==> config.mk <==
export PLATFORM = sky130hd
export DESIGN_NAME = valve_exec
export DESIGN_NICKNAME = d
export VERILOG_FILES = /design/src/rtl/valve_pkg.sv /design/src/rtl/valve_decode.sv /design/src/rtl/valve_count.sv /design/src/rtl/valve_latch.sv /design/src/rtl/valve_exec.sv
export SDC_FILE = /design/constraint.sdc
export NUM_CORES = 1
export LEC_CHECK = 0
export BUFFER_PORTS_ARGS = -buffer_cell sky130_fd_sc_hd__buf_2
export CORE_MARGIN = 4
export CORE_UTILIZATION = 45
export DETAILED_ROUTE_END_ITERATION = 12
export PLACE_DENSITY = 0.76
export REMOVE_ABC_BUFFERS = 1
export SLEW_MARGIN = 10
export SYNTH_ARGS = -nofsm -noshare
export SYNTH_HDL_FRONTEND = slang
export SYNTH_SLANG_ARGS = --single-unit
==> constraint.sdc <==
create_clock -name clk -period 3.25 [get_ports clk]
set_input_delay 0.1625 -clock clk [delete_from_list [all_inputs] [get_ports clk]]
set_output_delay 0.1625 -clock clk [all_outputs]
set_load 0.02 [all_outputs]
==> src/rtl/valve_pkg.sv <==
package valve_pkg;

  typedef enum logic [1:0] {
    OUT_RETIRE  = 2'd0,
    OUT_REQUEUE = 2'd1,
    OUT_REPEAT  = 2'd2
  } outcome_e;

  typedef enum logic [2:0] {
    ST_IDLE,
    ST_WAIT_IN,
    ST_SEND_DAT,
    ST_SEND_TOK,
    ST_REPORT
  } exec_state_e;

  // flag group of a normal instruction, most significant first
  typedef struct packed {
    logic requeue;
    logic ign_tok;
    logic tok_out;
    logic dat_out;
    logic capture;
    logic dat_wait;
    logic tok_wait;
  } flag_set_t;

  localparam int FLAG_W = 7;

endpackage

==> src/rtl/valve_decode.sv <==
module valve_decode
  import valve_pkg::*;
#(
  parameter int  PATH_W    = 11,
  parameter int  CNT_W     = 7,
  parameter bit  IS_OUTPUT = 1'b1,
  localparam int INS_W     = PATH_W + FLAG_W + CNT_W + 1,
  localparam int LIT_W     = INS_W - 6
) (
  input  logic [INS_W-1:0]  ins,
  output logic              is_lit,
  output logic [LIT_W-1:0]  lit_val,
  output logic [CNT_W-1:0]  cnt,
  output flag_set_t         flags,
  output logic [PATH_W-1:0] dest,
  output logic              bad,
  output logic              need_in,
  output logic              send_dat,
  output logic              send_tok,
  output logic              path_from_latch
);

  logic tok_eff;
  logic cnt_zero;
  logic norm;

  assign is_lit   = ins[INS_W-1];
  assign norm     = ~is_lit;
  assign lit_val  = ins[LIT_W-1:0];
  assign cnt      = ins[INS_W-2 -: CNT_W];
  assign flags    = ins[PATH_W +: FLAG_W];
  assign dest     = ins[PATH_W-1:0];
  assign cnt_zero = (cnt == '0);

  // token output suppressed until the final pass when the ignore flag is set
  assign tok_eff  = flags.tok_out & (~flags.ign_tok | cnt_zero);
  assign need_in  = norm & ~bad & (flags.tok_wait | flags.dat_wait);

  generate
    if (IS_OUTPUT) begin : g_outport
      assign bad             = norm & flags.ign_tok & ~flags.tok_out;
      assign path_from_latch = norm & ~bad & flags.dat_out & tok_eff;
      assign send_dat        = norm & ~bad & flags.dat_out;
      assign send_tok        = norm & ~bad & tok_eff & ~flags.dat_out;
    end else begin : g_inport
      assign bad             = norm & ((flags.ign_tok & ~flags.tok_out) |
                                       (flags.tok_wait & flags.dat_wait));
      assign path_from_latch = 1'b0;
      assign send_dat        = norm & ~bad & flags.dat_out;
      assign send_tok        = norm & ~bad & tok_eff;
    end
  endgenerate

endmodule

==> src/rtl/valve_count.sv <==
module valve_count
  import valve_pkg::*;
#(
  parameter int CNT_W = 7
) (
  input  logic [CNT_W-1:0] cnt,
  input  logic             requeue,
  output outcome_e         kind,
  output logic [CNT_W-1:0] next_cnt
);

  localparam logic [CNT_W-1:0] CNT_MAX = {CNT_W{1'b1}};

  always_comb begin
    if (cnt == '0) begin
      kind     = OUT_RETIRE;
      next_cnt = cnt;
    end else begin
      kind     = requeue ? OUT_REQUEUE : OUT_REPEAT;
      next_cnt = (cnt == CNT_MAX) ? cnt : cnt - 1'b1;
    end
  end

endmodule

==> src/rtl/valve_latch.sv <==
module valve_latch #(
  parameter int WORD_W = 37,
  parameter int LIT_W  = 20
) (
  input  logic              clk,
  input  logic              rst_n,
  input  logic              lit_load,
  input  logic [LIT_W-1:0]  lit_val,
  input  logic              dat_load,
  input  logic [WORD_W-1:0] dat_val,
  output logic [WORD_W-1:0] q
);

  logic [WORD_W-1:0] lit_ext;

  assign lit_ext = {{(WORD_W-LIT_W){lit_val[LIT_W-1]}}, lit_val};

  always_ff @(posedge clk or negedge rst_n) begin
    if (!rst_n)        q <= '0;
    else if (lit_load) q <= lit_ext;
    else if (dat_load) q <= dat_val;
  end

endmodule

==> src/rtl/valve_exec.sv <==
module valve_exec
  import valve_pkg::*;
#(
  parameter int WORD_W    = 37,
  parameter int PATH_W    = 11,
  parameter int CNT_W     = 7,
  parameter bit IS_OUTPUT = 1'b1
) (
  input  logic                            clk,
  input  logic                            rst_n,
  input  logic                            ins_valid,
  output logic                            ins_ready,
  input  logic [PATH_W+CNT_W+FLAG_W:0]    ins_word,
  input  logic                            in_valid,
  output logic                            in_ready,
  input  logic                            in_token,
  input  logic [WORD_W-1:0]               in_data,
  output logic                            out_valid,
  input  logic                            out_ready,
  output logic [WORD_W+PATH_W:0]          out_pkt,
  output logic                            res_valid,
  input  logic                            res_ready,
  output logic [1:0]                      res_kind,
  output logic [PATH_W+CNT_W+FLAG_W:0]    res_word,
  output logic                            res_error
);

  localparam int INS_W = PATH_W + FLAG_W + CNT_W + 1;
  localparam int LIT_W = INS_W - 6;

  exec_state_e       state_q, state_d;
  logic [INS_W-1:0]  ins_q;
  logic [INS_W-1:0]  dec_in;
  logic [WORD_W-1:0] latch_q;

  logic              is_lit, bad, need_in, send_dat, send_tok, path_from_latch;
  logic [LIT_W-1:0]  lit_val;
  logic [CNT_W-1:0]  cnt, next_cnt;
  flag_set_t         flags;
  logic [PATH_W-1:0] dest;
  outcome_e          cnt_kind;

  logic ins_fire, in_fire, out_fire, res_fire;

  // decode the offered word while idle so no dispatch cycle is spent
  assign dec_in = (state_q == ST_IDLE) ? ins_word : ins_q;

  valve_decode #(.PATH_W(PATH_W), .CNT_W(CNT_W), .IS_OUTPUT(IS_OUTPUT)) u_decode (
    .ins             (dec_in),
    .is_lit          (is_lit),
    .lit_val         (lit_val),
    .cnt             (cnt),
    .flags           (flags),
    .dest            (dest),
    .bad             (bad),
    .need_in         (need_in),
    .send_dat        (send_dat),
    .send_tok        (send_tok),
    .path_from_latch (path_from_latch)
  );

  valve_count #(.CNT_W(CNT_W)) u_count (
    .cnt      (cnt),
    .requeue  (flags.requeue),
    .kind     (cnt_kind),
    .next_cnt (next_cnt)
  );

  assign ins_ready = (state_q == ST_IDLE);
  assign in_ready  = (state_q == ST_WAIT_IN);
  assign out_valid = (state_q == ST_SEND_DAT) || (state_q == ST_SEND_TOK);
  assign res_valid = (state_q == ST_REPORT);

  assign ins_fire = ins_valid & ins_ready;
  assign in_fire  = in_valid  & in_ready;
  assign out_fire = out_valid & out_ready;
  assign res_fire = res_valid & res_ready;

  valve_latch #(.WORD_W(WORD_W), .LIT_W(LIT_W)) u_latch (
    .clk      (clk),
    .rst_n    (rst_n),
    .lit_load (ins_fire & is_lit),
    .lit_val  (lit_val),
    .dat_load (in_fire & flags.dat_wait & flags.capture & ~in_token),
    .dat_val  (in_data),
    .q        (latch_q)
  );

  // next step after the input phase or after the data packet
  function automatic exec_state_e after_input(input logic sd, input logic st);
    if (sd)      return ST_SEND_DAT;
    else if (st) return ST_SEND_TOK;
    else         return ST_REPORT;
  endfunction

  always_comb begin
    state_d = state_q;
    unique case (state_q)
      ST_IDLE: begin
        if (ins_fire) begin
          if (is_lit || bad) state_d = ST_REPORT;
          else if (need_in)  state_d = ST_WAIT_IN;
          else               state_d = after_input(send_dat, send_tok);
        end
      end
      ST_WAIT_IN:  if (in_fire)  state_d = after_input(send_dat, send_tok);
      ST_SEND_DAT: if (out_fire) state_d = send_tok ? ST_SEND_TOK : ST_REPORT;
      ST_SEND_TOK: if (out_fire) state_d = ST_REPORT;
      ST_REPORT:   if (res_fire) state_d = ST_IDLE;
      default:                   state_d = ST_IDLE;
    endcase
  end

  always_ff @(posedge clk or negedge rst_n) begin
    if (!rst_n) begin
      state_q <= ST_IDLE;
      ins_q   <= '0;
    end else begin
      state_q <= state_d;
      if (ins_fire) ins_q <= ins_word;
    end
  end

  // outgoing packet
  logic [PATH_W-1:0] pkt_path;
  assign pkt_path = path_from_latch ? latch_q[WORD_W-1 -: PATH_W] : dest;

  always_comb begin
    if (state_q == ST_SEND_TOK) out_pkt = {1'b1, dest, {WORD_W{1'b0}}};
    else                        out_pkt = {1'b0, pkt_path, latch_q};
  end

  // outcome back to the ring
  logic plain_retire;
  assign plain_retire = is_lit | bad;
  assign res_kind     = plain_retire ? OUT_RETIRE : cnt_kind;
  assign res_error    = bad;
  assign res_word     = plain_retire ? ins_q
                      : {ins_q[INS_W-1], next_cnt, ins_q[INS_W-CNT_W-2:0]};

endmodule

**Word-level counts from Yosys, hierarchy flattened**

Index checks and enable logic that the tools add are counted.

- Equal/unequal tests: 10
- Order comparisons: 0
- Divide/modulo/power cells: 0
- Add/subtract/negate cells: 1
- Muxes and demuxes: 21
- Reduce and logical (&&, ||, !) cells: 6
- $mul: 0
- Shift operators: 0
- Bitwise logic cells: 26

Operator list:

| operator | number |
|---|---|
| 37-bit 2-to-1 mux | 2 |
| 49-bit 2-to-1 mux | 1 |
| 3-bit 2-to-1 mux | 9 |
| 26-bit 2-to-1 mux | 1 |
| 25-bit 2-to-1 mux | 1 |
| 1-bit AND | 17 |
| 3-bit one-hot mux with 5 select lines | 1 |
| 7-bit 2-to-1 mux | 2 |
| 11-bit 2-to-1 mux | 1 |
| 7-bit == test, second input constant | 1 |
| 7-bit zero test | 1 |
| 7-bit by 1-bit subtractor with 7-bit output, second input constant | 1 |
| 3-bit by 2-bit == test with 1-bit output, second input constant | 2 |
| 2-bit 2-to-1 mux | 3 |
| 2-bit by 1-bit != test with 1-bit output, second input constant | 3 |
| 1-bit inverter | 6 |
| 5-bit AND reduction | 1 |
| 2-bit != test, second input constant | 2 |
| 3-bit by 1-bit == test with 1-bit output, second input constant | 1 |
| 3-bit == test, second input constant | 1 |
| 3-bit zero test | 1 |
| 1-bit OR | 3 |
| 1-bit logical OR | 2 |
| 2-bit nonzero test | 1 |

- Register bits: 66
- Input port bits: 70
- Latch bits: 0
- Memory bits (writable): 0
- Output and inout bits: 82
- Memories kept: 0
- ROM bits: 0
- Logic and storage cells: 67

**Depth between registers and ports, before layout**

Gate-level depths: netlist (run 1).

- Depth in word-level cells: 15
- Gate-level depth with buffers: 14
- Depth with buffers taken out: 11

**Modules after synthesis**

From an unflattened synthesis (run 1), not the netlist that was laid out.

- Cell total of the unflattened synthesis: 439
- Area, all modules: 4769.6 um^2

Modules (own cells, without submodules):

| module | times used | seq. area each (um^2) | cells an instance | area an instance (um^2) |
|---|---|---|---|---|
| valve_exec | 1 | 725.7 | 210 | 2313.5 |
| valve_latch | 1 | 925.9 | 141 | 1813.0 |
| valve_decode | 1 | 0.0 | 57 | 417.9 |
| valve_count | 1 | 0.0 | 31 | 225.2 |

**Worst setup path before layout (run 1)**

OpenSTA, ideal clock, no wires.

- Kind: register -> output
- From: register state_q[2]
- To: output out_pkt[38]
- Stages on the path, launching flop included: 13
- Buffers on the path: 4
- Arrival time: 3346 ps
- Setup slack: -258 ps
- Cells stage by stage: dfrtp_1 > buf_6 > or3_4 > buf_6 > clkbuf_1 > mux2i_1 > ha_1 > or4b_1 > nor4_4 > nor3_2 > nor4_2 > buf_6 > mux2_4

- Word-level cells in the longest chain between the ends: 11
- Elaborated cells between the ends (all ways): 17

RTL lines:

| element | line | source |
|---|---|---|
| start, declared | valve_exec.sv:31 | `exec_state_e state_q, state_d;` |
| start signal, assigned | valve_exec.sv:119 | `state_q <= state_d;` |
| 3-bit zero test | valve_exec.sv:46 | `assign dec_in = (state_q == ST_IDLE) ? ins_word : ins_q;` |
| 26-bit 2-to-1 mux | valve_exec.sv:46 |  |
| 1-bit inverter | valve_decode.sv:28 | `assign norm = ~is_lit;` |
| 1-bit AND (2 in series) | valve_decode.sv:41 | `assign bad = norm & flags.ign_tok & ~flags.tok_out;` |
| 1-bit inverter | valve_decode.sv:42 | `assign path_from_latch = norm & ~bad & flags.dat_out & tok_eff;` |
| 1-bit AND (3 in series) | valve_decode.sv:42 |  |
| 11-bit 2-to-1 mux | valve_exec.sv:126 | `assign pkt_path = path_from_latch ? latch_q[WORD_W-1 -: PATH_W] : dest;` |
| 49-bit 2-to-1 mux * | valve_exec.sv:129 | `if (state_q == ST_SEND_TOK) out_pkt = {1'b1, dest, {WORD_W{1'b0}}};` |
| end, declared | valve_exec.sv:20 | `output logic [WORD_W+PATH_W:0] out_pkt,` |

Every way passes the cells marked *; elsewhere a longest branch is shown, timed or not.

**Final worst setup path (run 1)**

- From: register state_q[0]
- To: output out_pkt[38]

Same word-level chain as after synthesis.

==> results by stage, run 1 <==
Run status:
- The flow ran to the end, but the final reports show violations.
- The final reports fail on negative setup slack.

Final layout:
- After the last flow step, the layout net total stands at 661.
- The growth of design area from synthesis to finish is 26.8%.
- The finished layout holds 702 standard cells, fillers aside.
- Counting the fill cells in the layout gives 768.
- Leaving out fill and tap cells, the most frequent cell in the layout is sky130_fd_sc_hd__buf_2.
- 0 antenna diodes ended up in the layout.
- Leaving out fill and tap cells, the most frequent cells in the layout are sky130_fd_sc_hd__buf_2, sky130_fd_sc_hd__nand2_1, sky130_fd_sc_hd__dfrtp_1.
- In the final layout, the share of cells above drive strength 1 is 0.404.

Clock tree:
- TritonCTS built the clock tree.
- The CTS H-tree depth is 3.
- The buffer depth of the longest clock path is 2.
- The total clock sinks is 66.
- For the worst-skew pair, the clock arrives at the later sink with an insertion delay of 340 ps.
- Buffers inserted to repair hold after CTS numbered 0.
- Clock-pin slew was measured on the worst setup and hold paths at 70 ps.
- In this run the clock root is driven by a sky130_fd_sc_hd__clkbuf_8.
- The number of buffers created by CTS is 9.

Synthesis:
- Summing every instance area after synthesis gives 4160 sq um.
- The netlist uses 51 different library cells.
- The average size of a mapped cell is 9.15 sq um.
- The share of synthesized area in the top cell type comes to 0.397.
- By area the synthesized netlist is led by sky130_fd_sc_hd__dfrtp_1, sky130_fd_sc_hd__nand2_1, sky130_fd_sc_hd__mux2_2, sky130_fd_sc_hd__and2_1, sky130_fd_sc_hd__mux2i_1.
- The synthesized design contains 0 enable-type register cells.
- The post-synthesis async set-or-reset flop share is 1.00.
- The number of synthesized register bits is 66.
- Synthesis handed over a netlist of 454 instances.
- The biggest area contributor in the post-synthesis netlist is sky130_fd_sc_hd__dfrtp_1.
- Among all flip-flop cells after synthesis, the most frequent one is sky130_fd_sc_hd__dfrtp_1.
- For this run, the register share of the synthesized area comes to 0.397.
- Yosys printed 0 warnings.

Global route:
- Entering global routing, the biggest net connects 71 pins.
- The number of global-route vias before repair is 3929.
- The overall global routing resource usage is 0.221.
- The first global-routing pass estimated 19.8 mm of wire.
- The initial antenna violation count is 0.
- After global routing the overflow that remains totals 0.

STA:
- The final max-slew violation count is 0.
- Measured against its own limit, the worst slew margin works out to 0.428.
- At the pin with the least slew margin, the transition time is 858 ps.
- For this run, the top clock speed supported by timing is 274 MHz.
- The clock period minus worst slack is 3650 ps.
- Setup repair after global routing could not meet its margin everywhere.
- For the final routed database, the setup TNS stands at -5540 ps.
- The setup violation total in the final timing report is 18.
- The count of final hold-check violations came to 0.
- Of the available clock period, the critical path in the final layout requires 1.12.
- The clock arrives with 6.42 ps of skew.
- Setup slack on the critical path of the routed design comes to -404 ps.

Placed design:
- In this run, placement finished with an instance count of 680.
- The last weighted congestion value of the routability-driven placer is 0.905.
- During placement, the flow inserted port buffers numbering 151.
- The wire-length estimate of the detail-placed layout is 8.47 mm.

Route:
- The number of DRC markers after the initial detailed-route iteration is 145.
- After detailed routing, the number of remaining DRC violations is 0.
- After detailed routing, the number of vias per cell comes to 5.52.
- The length of the first detailed-routing pass in iterations is 5.
- After detailed routing, the total wire length is 12.0 mm.
- The final route contains 3876 vias.
- The mean routed wirelength per cell is 17.1 um.
- The count of nets left with antenna violations once routing finished came out at 0.

Setup path:
- The critical path launch point type is a register.
- In this run the register-to-register setup slack is 440 ps.
- The startpoint-to-endpoint class of the critical path is reg -> out.
- Data on the critical path is required at its endpoint by 3090 ps.
- The sort of element at the end of the critical path is an output pin.
- The arrival time of the worst setup path is 3490 ps.
- Of all nets on the critical path, the largest fanout is 5.
- The worst register-to-register path begins at state_q[0]$_DFFE_PN0P_.
- The most critical setup path has its startpoint at state_q[0]$_DFFE_PN0P_.

Job:
- The tool flagged a number of max-cap violations equal to 0.

Power and ir drop:
- The standby leakage power is 2.71 nW.
- IR analysis of the VDD net gives a maximum drop of 0.654 mV.
- The total power per unit cell area is 1190 nW/um^2.

Floorplan:
- The cell row count is 34.
- The die covers 10800 sq um.
- During I/O placement, the number of pins put on the boundary was 152.
- The chip height is 104 um.
- After floorplanning, the core was sized to cover 8850 sq um.
- From left edge to right edge, the die measures 104 um.
- For this configuration, the core starts out at a cell density of 0.470.

Hold path:
- The class of the most critical hold timing path is in -> async.
-- flip-flops by register name, summed over array words and instances, names as in the netlist --
name       count
u_latch.q     37
ins_q         26
state_q        3
-- layout make-up --
class	instances	area, sq um	share of cell area
Sequential cell	66	1650	0.314
Timing Repair Buffer	173	1020	0.194
Inverter	8	30.0	0.00570
Clock buffer	11	141	0.0268
Clock inverter	5	30.0	0.00570
Multi-Input combinational cell	331	2260	0.429
Tap cell	108	135	0.0257
-- path summary, 6_finish.rpt --
kind                                             end  depth (start not counted)
hold reg to reg            u_latch.q[19]$_DFFE_PN0P_                          2
hold / removal             u_latch.q[10]$_DFFE_PN0P_                          2
max in group asynchronous  u_latch.q[17]$_DFFE_PN0P_                          2
setup / recovery                         out_pkt[38]                         11
min in group clk               ins_q[13]$_DFFE_PN0P_                          2
setup reg to reg              state_q[2]$_DFFE_PN0P_                          9
-- per-stage QoR --
| step | cell area [sq um] | utilization | hold slack (ps) | total power [W] | setup slack [ps] |
|---|---|---|---|---|---|
| after floorplan | 3870 | - | -133 | 0.00405 | -3410 |
| after global placement | 4920 | 0.556 | 399 | 0.00525 | 108 |
| after detailed placement | 4920 | 0.556 | 408 | 0.00533 | 30.1 |
| after CTS | 5120 | 0.579 | 38.3 | 0.00600 | -306 |
| after global routing | 5270 | 0.595 | 73.5 | 0.00670 | -502 |
| final | 5270 | 0.595 | 5.89 | 0.00628 | -404 |
-- cell usage after synthesis, types with 3 or more instances --
cell type                  number
sky130_fd_sc_hd__or3_1          3
sky130_fd_sc_hd__a221o_1        3
sky130_fd_sc_hd__and3_1         6
sky130_fd_sc_hd__nand2b_1       4
sky130_fd_sc_hd__clkbuf_1      23
sky130_fd_sc_hd__nand2_1       83
sky130_fd_sc_hd__mux2_2        27
sky130_fd_sc_hd__mux2_4        10
sky130_fd_sc_hd__nor2b_1        5
sky130_fd_sc_hd__o21ai_0       48
sky130_fd_sc_hd__dfrtp_1       66
sky130_fd_sc_hd__nand3_1        3
sky130_fd_sc_hd__inv_1          7
sky130_fd_sc_hd__a21oi_1       22
sky130_fd_sc_hd__a32o_1         3
sky130_fd_sc_hd__nor3_1         6
sky130_fd_sc_hd__buf_6          3
sky130_fd_sc_hd__buf_4         20
sky130_fd_sc_hd__and2_1        40
sky130_fd_sc_hd__mux2i_1       24
sky130_fd_sc_hd__nor2_1         9
-- cell families after synthesis --
logic type / share of synthesized area
DFF: 0.397
and+or+nand+nor: 0.217
AOI/OAI and AO/OA: 0.135
adders and majority gates: 0.00602
xor gates and xnor gates: 0.00211
muxes: 0.167
buffers and inverters: 0.0756
-- timing repair --
action | in CTS | in global routing
setup endpoints to repair | 14 | 18
pin swaps | 0 | 7
setup buffers | 1 | 4
gates cloned | 0 | 1
resized for setup | 5 | 27
-- worst max-delay path: stages, from the launching register on --
cell	delay, ps
sky130_fd_sc_hd__dfrtp_1	400
sky130_fd_sc_hd__or3_4	430
sky130_fd_sc_hd__mux2i_4	210
sky130_fd_sc_hd__ha_2	210
sky130_fd_sc_hd__or4b_4	480
sky130_fd_sc_hd__nor4_4	300
sky130_fd_sc_hd__nor3_4	80
sky130_fd_sc_hd__nor4_4	270
sky130_fd_sc_hd__buf_4	180
sky130_fd_sc_hd__clkbuf_16	160
sky130_fd_sc_hd__mux2_4	300
sky130_fd_sc_hd__buf_6	130
-- layer usage --
layer	track usage	wire [um]
met4	0.0608	185
met2	0.363	5740
met1	0.297	5180
met5	0	0
met3	0.0435	895
-- report_power, final --
part | internal, W | switching, W | total (W)
clock network | 0.000294 | 0.000321 | 0.000615
registers | 0.00122 | 0.000306 | 0.00153
logic | 0.00180 | 0.00234 | 0.00414
total | 0.00331 | 0.00296 | 0.00628
Note: power is estimated with default switching activity, not from simulation.
==> run 2, diff against run 1 <==
--- a/config.mk
+++ b/config.mk
@@ -10,6 +10,7 @@
 export CORE_UTILIZATION = 45
 export DETAILED_ROUTE_END_ITERATION = 12
 export PLACE_DENSITY = 0.76
+export RECOVER_POWER = 25
 export REMOVE_ABC_BUFFERS = 1
 export SLEW_MARGIN = 10
 export SYNTH_ARGS = -nofsm -noshare
==> constraint.sdc (replaced) <==
create_clock -name clk -period 3.1 [get_ports clk]
set_input_delay 0.155 -clock clk [delete_from_list [all_inputs] [get_ports clk]]
set_output_delay 0.155 -clock clk [all_outputs]
set_load 0.1 [all_outputs]
==> run 2 against run 1 <==
  * The run ends with max-capacitance violations, max-slew violations, negative setup slack left
  * First-iteration DRC count is 14% higher
  * Clock skew about the same
  * Critical path depth did not move
  * Global-route usage increased by 1.2 points
  * Core utilization is 5.6 points higher
  * Count of clock-buffer cells in the layout decreased by 1
  * Final area grew 9.4%
  * Worst hold slack improved by 46 ps
  * Critical endpoint is now out_pkt[37]
==> results by stage, run 2 (synthesis gave the netlist of run 1 again) <==
Floorplan:
- The die area is 10800 sq um (unchanged).
- The cell row count is 34 (unchanged).
- The boundary pin count is 152 (unchanged).
- The standard cell core area is 8850 sq um (unchanged).
- The overall die width is 104 um (unchanged).
- The starting density of the core came to 0.470 (unchanged).
- The chip height is 104 um (unchanged).

Global route:
- The initial antenna violation count is 0 (unchanged).
- The maximum number of pins on one net before global-route repair came to 67 (-5.6%).
- The number of global-route vias before repair came to 4030 (+2.6%).
- The global-route wire length before repair came to 20.4 mm (+3.4%).
- The overall global routing resource usage came to 0.232 (+0.0116).
- The total congestion overflow after global routing is 0 (unchanged).

Route:
- The length of the first detailed-routing pass in iterations is 5 (unchanged).
- The remaining design rule violation count was 0 (unchanged).
- The aggregate routed wire length is 12.8 mm (+7.0%).
- The mean number of vias per cell is 5.61 (+1.7%).
- The vias after detailed routing is 4020 (+3.7%).
- The final antenna-violating net count is 0 (unchanged).
- The mean routed wirelength per cell came to 17.9 um (+4.9%).
- The number of DRC markers after the initial detailed-route iteration is 165 (+14%).

Final layout:
- The largest registers in the layout are u_latch.q x37, ins_q x26, state_q x3.
- The number of antenna repair diodes was 0 (unchanged).
- Compared with the post-synthesis result, the final layout area differs by 38.7%.
- The leading cell type in the layout, fill and taps excluded is sky130_fd_sc_hd__buf_2.
- The number of nets in the final layout is 676 (+2.3%).
- The flip-flop count of the largest register, all copies and words added was 37 (unchanged).
- The most flop-heavy register is u_latch.q.
- The filler-free cell count of the finished design is 716 (+2.0%).
- The proportion of layout cells with a drive suffix above 1 is 0.438 (+0.0335).
- The total of fill cells in the finished design came to 736 (-4.2%).
- In the layout the commonest cells are sky130_fd_sc_hd__buf_2, sky130_fd_sc_hd__nand2_1, sky130_fd_sc_hd__dfrtp_1.

Setup path:
- The required time at the worst-slack endpoint was 2940 ps (-150 ps).
- The most critical setup path has its startpoint at state_q[0]$_DFFE_PN0P_.
- The slowest cell on the critical path is sky130_fd_sc_hd__or4b_4.
- The startpoint identified for the worst register-to-register timing path is state_q[0]$_DFFE_PN0P_.
- Broken down by cell family, the worst path's largest delay share belongs to simple AND/OR/NAND/NOR gates.
- The count of buffering cells on the critical path with inverters included is 3 (unchanged).
- The critical path in this run is classified as reg -> out.
- The critical path launch point type is a register.
- Counting stages on the worst path, the most repeated cell is sky130_fd_sc_hd__nor4_4.
- The largest fanout on the critical path was 5 (unchanged).
- STA classifies the critical path endpoint as an output pin.
- The biggest cell delay along the critical path is 490 ps (about the same).
- The arrival time of the worst setup path is 3600 ps (+110 ps).
- The signal on the critical path passes through or3_4 -> mux2i_4 -> ha_4 -> or4b_4 -> nor4_4 -> nor3_4 -> nor4_4 -> buf_4 -> clkbuf_16 -> mux2_4 -> buf_12.

Clock tree:
- The cts-stage hold buffer count is 0 (unchanged).
- The number of buffers created by CTS is 9 (unchanged).
- The latest clock arrival within the worst-skew pair was 350 ps (about the same).
- The clock input transition at the sequential cells of the worst setup and hold paths is 70 ps (about the same).
- The CTS H-tree depth came to 3 (unchanged).
- In this run the clock root is driven by a sky130_fd_sc_hd__clkbuf_8.
- The total clock sinks is 66 (unchanged).
- TritonCTS built the clock tree.
- The buffer depth of the longest clock path came to 2 (unchanged).

Placed design:
- The quantity of I/O buffers inserted on ports came to 151 (unchanged).
- The number of placed instances, taps included is 687 (+1.0%).
- The setup slack at placement is -280 ps (-310 ps).
- The last weighted congestion value of the routability-driven placer was 0.907 (+0.29%).
- The detailed-placement wirelength estimate is 8.44 mm (-0.32%).

STA:
- The actual slew at the worst max-slew pin is 1640 ps (+778 ps).
- The final critical-path setup slack was -658 ps (-254 ps).
- The setup violation total in the final timing report came to 19 (+1).
- The headroom to the max-slew limit is -0.0910 (-0.519).
- The final critical-path share of the clock period is 1.21.
- Setup repair after global routing could not meet its margin everywhere.
- For this run, the top clock speed supported by timing is 266 MHz.
- The worst clock skew on the final layout is 6.73 ps (+0.314 ps).
- The worst hold-check slack is 51.7 ps (+45.8 ps).
- The clock period minus worst slack is 3760 ps.
- The count of final hold-check violations was 0 (unchanged).
- The final max-slew violation count was 67 (+67).
- The post-route setup TNS is -8870 ps (-3340 ps).

Job:
- The max capacitance violation total is 1 (+1).

Hold path:
- The tightest min-delay check is of the in -> reg type.
- The worst hold path begins at ins_word[14].

Run status:
- The run finished, with violations left.
- The final reports fail on max-capacitance violations, max-slew violations, negative setup slack.
[run 2: cell count changes in the layout (fill, tap and decap cells not counted), sizes merged]
cell    previous run  this run
buf              172       186
bufinv             0         1
clkinv             3         2
[run 2: metal layers]
| layer | track usage | vias up | wire [um] |
|---|---|---|---|
| li1 | - | 1860 | - |
| met1 | 0.286 | 1916 | 5330 |
| met2 | 0.393 | 203 | 6160 |
| met3 | 0.0571 | 41 | 1010 |
| met4 | 0.0893 | 0 | 351 |
| met5 | 0 | - | 0 |
[run 2: final timing paths]
path                                        endpoint  slack (ps)  cells after the start
min in group asynchronous  u_latch.q[10]$_DFFE_PN0P_         300                      2
min reg2reg                 u_latch.q[9]$_DFFE_PN0P_         470                      2
min                            ins_q[14]$_DFFE_PN0P_          50                      2
max in group asynchronous  u_latch.q[17]$_DFFE_PN0P_        1800                      2
max reg2reg                   state_q[2]$_DFFE_PN0P_         310                      9
max                                      out_pkt[37]        -660                     11
[run 2: timing repair]
| item | 4_1_cts | 5_1_grt |
|---|---|---|
| endpoints found under the setup margin | 19 | 20 |
| pin swaps | 7 | 12 |
| resized for setup | 48 | 34 |
| gates cloned | 1 | 0 |
| setup buffers | 22 | 13 |
[run 2: final cells by class]
| type | instances | area [sq um] | share of cell area |
|---|---|---|---|
| well taps | 108 | 135 | 0.0235 |
| flip-flops and latches | 66 | 1650 | 0.287 |
| clock buffers | 10 | 138 | 0.0239 |
| clock inverters | 5 | 55.1 | 0.00955 |
| repair buffers | 188 | 1400 | 0.243 |
| multi-input cells | 331 | 2350 | 0.408 |
| inverters | 8 | 32.5 | 0.00565 |
[run 2: through the flow]
step / instance area [sq um] / util
after floorplan: 3870 / -
after global placement: 5140 / 0.581
after detailed placement: 5140 / 0.581
after CTS: 5620 / 0.635
after global routing: 5760 / 0.651
final: 5760 / 0.651
Power of run 2 is left out: the tool's default activity adds up to more than one toggle a clock period on the data nets, which glitch-free logic cannot reach.
==> run 3, diff against run 2 <==
--- a/config.mk
+++ b/config.mk
@@ -5,11 +5,12 @@
 export SDC_FILE = /design/constraint.sdc
 export NUM_CORES = 1
 export LEC_CHECK = 0
-export BUFFER_PORTS_ARGS = -buffer_cell sky130_fd_sc_hd__buf_2
 export CORE_MARGIN = 4
-export CORE_UTILIZATION = 45
+export CORE_UTILIZATION = 50
+export CTS_CLUSTER_DIAMETER = 50
 export DETAILED_ROUTE_END_ITERATION = 12
-export PLACE_DENSITY = 0.76
+export DONT_BUFFER_PORTS = 1
+export PLACE_DENSITY = 0.67
 export RECOVER_POWER = 25
 export REMOVE_ABC_BUFFERS = 1
 export SLEW_MARGIN = 10
==> run 3 against run 2 <==
  * The flow still finishes with violations (max-capacitance violations, max-slew violations, negative setup slack)
  * Critical path depth is the same
  * Non-clock buffer count shrank 77
  * Sequential share of layout area grew 1.9 points
  * Sequential cell count is the same
  * First-iteration DRC count shrank 13%
  * Cell count shrank 11%
  * Wire length shrank 5.1%
  * Clock skew grew 5.9 ps
  * Die area shrank 9.2%
  * Final area shrank 6.2%
  * Worst hold slack lost 40 ps
  * Critical path type unchanged
  * Highest routed layer unchanged
==> results by stage, run 3 (synthesis gave the netlist of run 1 again) <==
STA:
- The worst hold-check slack is 12.1 ps (-39.6 ps).
- The count of final hold-check violations was 0 (unchanged).
- The worst clock skew on the final layout is 12.7 ps (+5.94 ps).
- The final max-slew violation count is 67 (unchanged).
- The final critical-path setup slack was -346 ps (+313 ps).
- The setup violation total in the final timing report is 19 (unchanged).
- The final critical-path share of the clock period came to 1.11 (-0.101).
- The headroom to the max-slew limit is -0.149 (-0.0580).
- The maximum clock rate is 290 MHz (+9.1%).
- The clock period minus worst slack is 3450 ps (-313 ps).
- Setup repair after global routing could not meet its margin everywhere.
- The actual slew at the worst max-slew pin was 1720 ps (+87.0 ps).

Placed design:
- The detailed-placement wirelength estimate is 8.02 mm (-4.9%).
- The last weighted congestion value of the routability-driven placer was 0.933 (+2.8%).
- The quantity of I/O buffers inserted on ports came to 0 (-100%).

Clock tree:
- The TritonCTS clock tree is done.
- The total clock sinks was 66 (unchanged).
- The clock input transition at the sequential cells of the worst setup and hold paths is 80 ps (about the same).
- Clock tree synthesis selected as its root buffer the cell sky130_fd_sc_hd__clkbuf_8.
- The buffer depth of the longest clock path was 2 (unchanged).
- The CTS H-tree depth was 3 (unchanged).
- The number of buffers created by CTS came to 9 (unchanged).
- The latest clock arrival within the worst-skew pair is 340 ps (about the same).

Setup path:
- The arrival time of the worst setup path came to 3290 ps (-310 ps).
- The required time at the worst-slack endpoint is 2940 ps (about the same).
- The worst setup path is captured at an output pin.
- The register-to-register path setup slack is 230 ps (-80 ps).
- The largest fanout on the critical path came to 4 (-1).
- The startpoint-to-endpoint class of the critical path is reg -> out.
- The critical path launch point type is a register.

Hold path:
- The min-delay analysis places its worst path in the category in -> reg.

Global route:
- The maximum number of pins on one net before global-route repair is 67 (unchanged).
- The overall global routing resource usage is 0.246 (+0.0136).
- The number of global-route vias before repair is 3799 (-5.7%).
- The initial antenna violation count is 0 (unchanged).
- The global-route wire length before repair is 19.3 mm (-5.7%).
- The total congestion overflow after global routing is 0 (unchanged).

Final layout:
- The leading cell type in the layout, fill and taps excluded is sky130_fd_sc_hd__nand2_1.
- The most flop-heavy register is u_latch.q.
- The top cell types in the final layout, fill and taps aside, are sky130_fd_sc_hd__nand2_1, sky130_fd_sc_hd__buf_4, sky130_fd_sc_hd__dfrtp_1.
- The final core area utilization is 0.685 (+0.0343).
- The proportion of layout cells with a drive suffix above 1 came to 0.293 (-0.144).
- The number of nets in the final layout is 599 (-11%).
- In the final layout, the registers with the most flip-flops are u_latch.q x37, ins_q x26, state_q x3.
- The flip-flop count of the largest register, all copies and words added is 37 (unchanged).
- The number of antenna repair diodes is 0 (unchanged).
- The growth of design area from synthesis to finish is 30.1%.

Route:
- The number of DRC markers after the initial detailed-route iteration is 143 (-13%).
- The aggregate routed wire length came to 12.2 mm (-5.1%).
- The final antenna-violating net count is 0 (unchanged).
- The vias after detailed routing is 3600 (-10%).
- The mean routed wirelength per cell is 19.2 um (+7.2%).
- The remaining design rule violation count was 0 (unchanged).
- The mean number of vias per cell was 5.68 (+1.1%).
- The length of the first detailed-routing pass in iterations is 4 (-1).

Floorplan:
- The die area was 9830 sq um (-9.2%).
- The cell row count is 32 (-5.9%).
- The boundary pin count is 152 (unchanged).
- The standard cell core area is 7890 sq um (-11%).
- The overall die width is 99.2 um (-4.7%).
- The starting density of the core was 0.527 (+0.0572).
- The chip height was 99.2 um (-4.7%).

Job:
- The max capacitance violation total is 1 (unchanged).

Run status:
- The flow ran to the end, but the final reports show violations.
- The final reports fail on max-capacitance violations, max-slew violations, negative setup slack.
run 3: path summary, 6_finish.rpt:
kind / depth (start not counted) / end / start
worst max register to register: 14 / state_q[1]$_DFFE_PN0P_ / state_q[2]$_DFFE_PN0P_
max in group asynchronous: 2 / ins_q[2]$_DFFE_PN0P_ / rst_n
min in group asynchronous: 2 / u_latch.q[21]$_DFFE_PN0P_ / rst_n
worst min register to register: 2 / u_latch.q[12]$_DFFE_PN0P_ / u_latch.q[12]$_DFFE_PN0P_
worst min-delay path: 2 / u_latch.q[27]$_DFFE_PN0P_ / in_data[27]
worst max-delay path: 11 / out_pkt[37] / state_q[2]$_DFFE_PN0P_
run 3: critical path, stage by stage (launching register included):
cell and delay [ps]:
sky130_fd_sc_hd__dfrtp_1 390, sky130_fd_sc_hd__or3_4 440, sky130_fd_sc_hd__nand2_2 110, sky130_fd_sc_hd__and2_4 170, sky130_fd_sc_hd__ha_4 130, sky130_fd_sc_hd__or4b_4 480
sky130_fd_sc_hd__nor4_4 180, sky130_fd_sc_hd__nor3_2 110, sky130_fd_sc_hd__nor4_4 270, sky130_fd_sc_hd__buf_4 200, sky130_fd_sc_hd__mux2_4 310, sky130_fd_sc_hd__buf_12 170
run 3: area by class of cell:
cell class	count	area, sq um
clock buffer	10	138
clock inverter	6	113
fill	602	2480
inverter	8	30.0
multi-input combinational	331	2310
sequential	66	1650
tap	102	128
timing repair buffer	111	1040
run 3: routing by layer:
layer | vias to the layer above | part of all wire | track usage
li1 | 1701 | - | -
met5 | - | 0 | 0
met3 | 12 | 0.11 | 0.0708
met4 | 0 | 0.0083 | 0.0725
met1 | 1699 | 0.40 | 0.314
met2 | 188 | 0.48 | 0.406
run 3: timing repair:
| action | 4_1_cts | 5_1_grt |
|---|---|---|
| cloned | 0 | 1 |
| pin swaps | 3 | 0 |
| endpoints found under the hold margin | 93 | 1 |
| buffers inserted | 1 | 3 |
| hold buffers | 29 | 1 |
| gates resized for setup | 8 | 6 |
| setup endpoints to repair | 19 | 19 |
run 3: stage by stage:
stage	std cells	TNS, ps	setup WS [ps]	area [sq um]
finish	634	-4940	-346	5410
global route	634	-7210	-467	5410
CTS	629	-4730	-323	5370
detailed placement	583	-1880	-191	4770
global placement	583	-896	-96.3	4770
floorplan	405	-175620	-3620	3870
Power of run 3 is left out for the same reason.
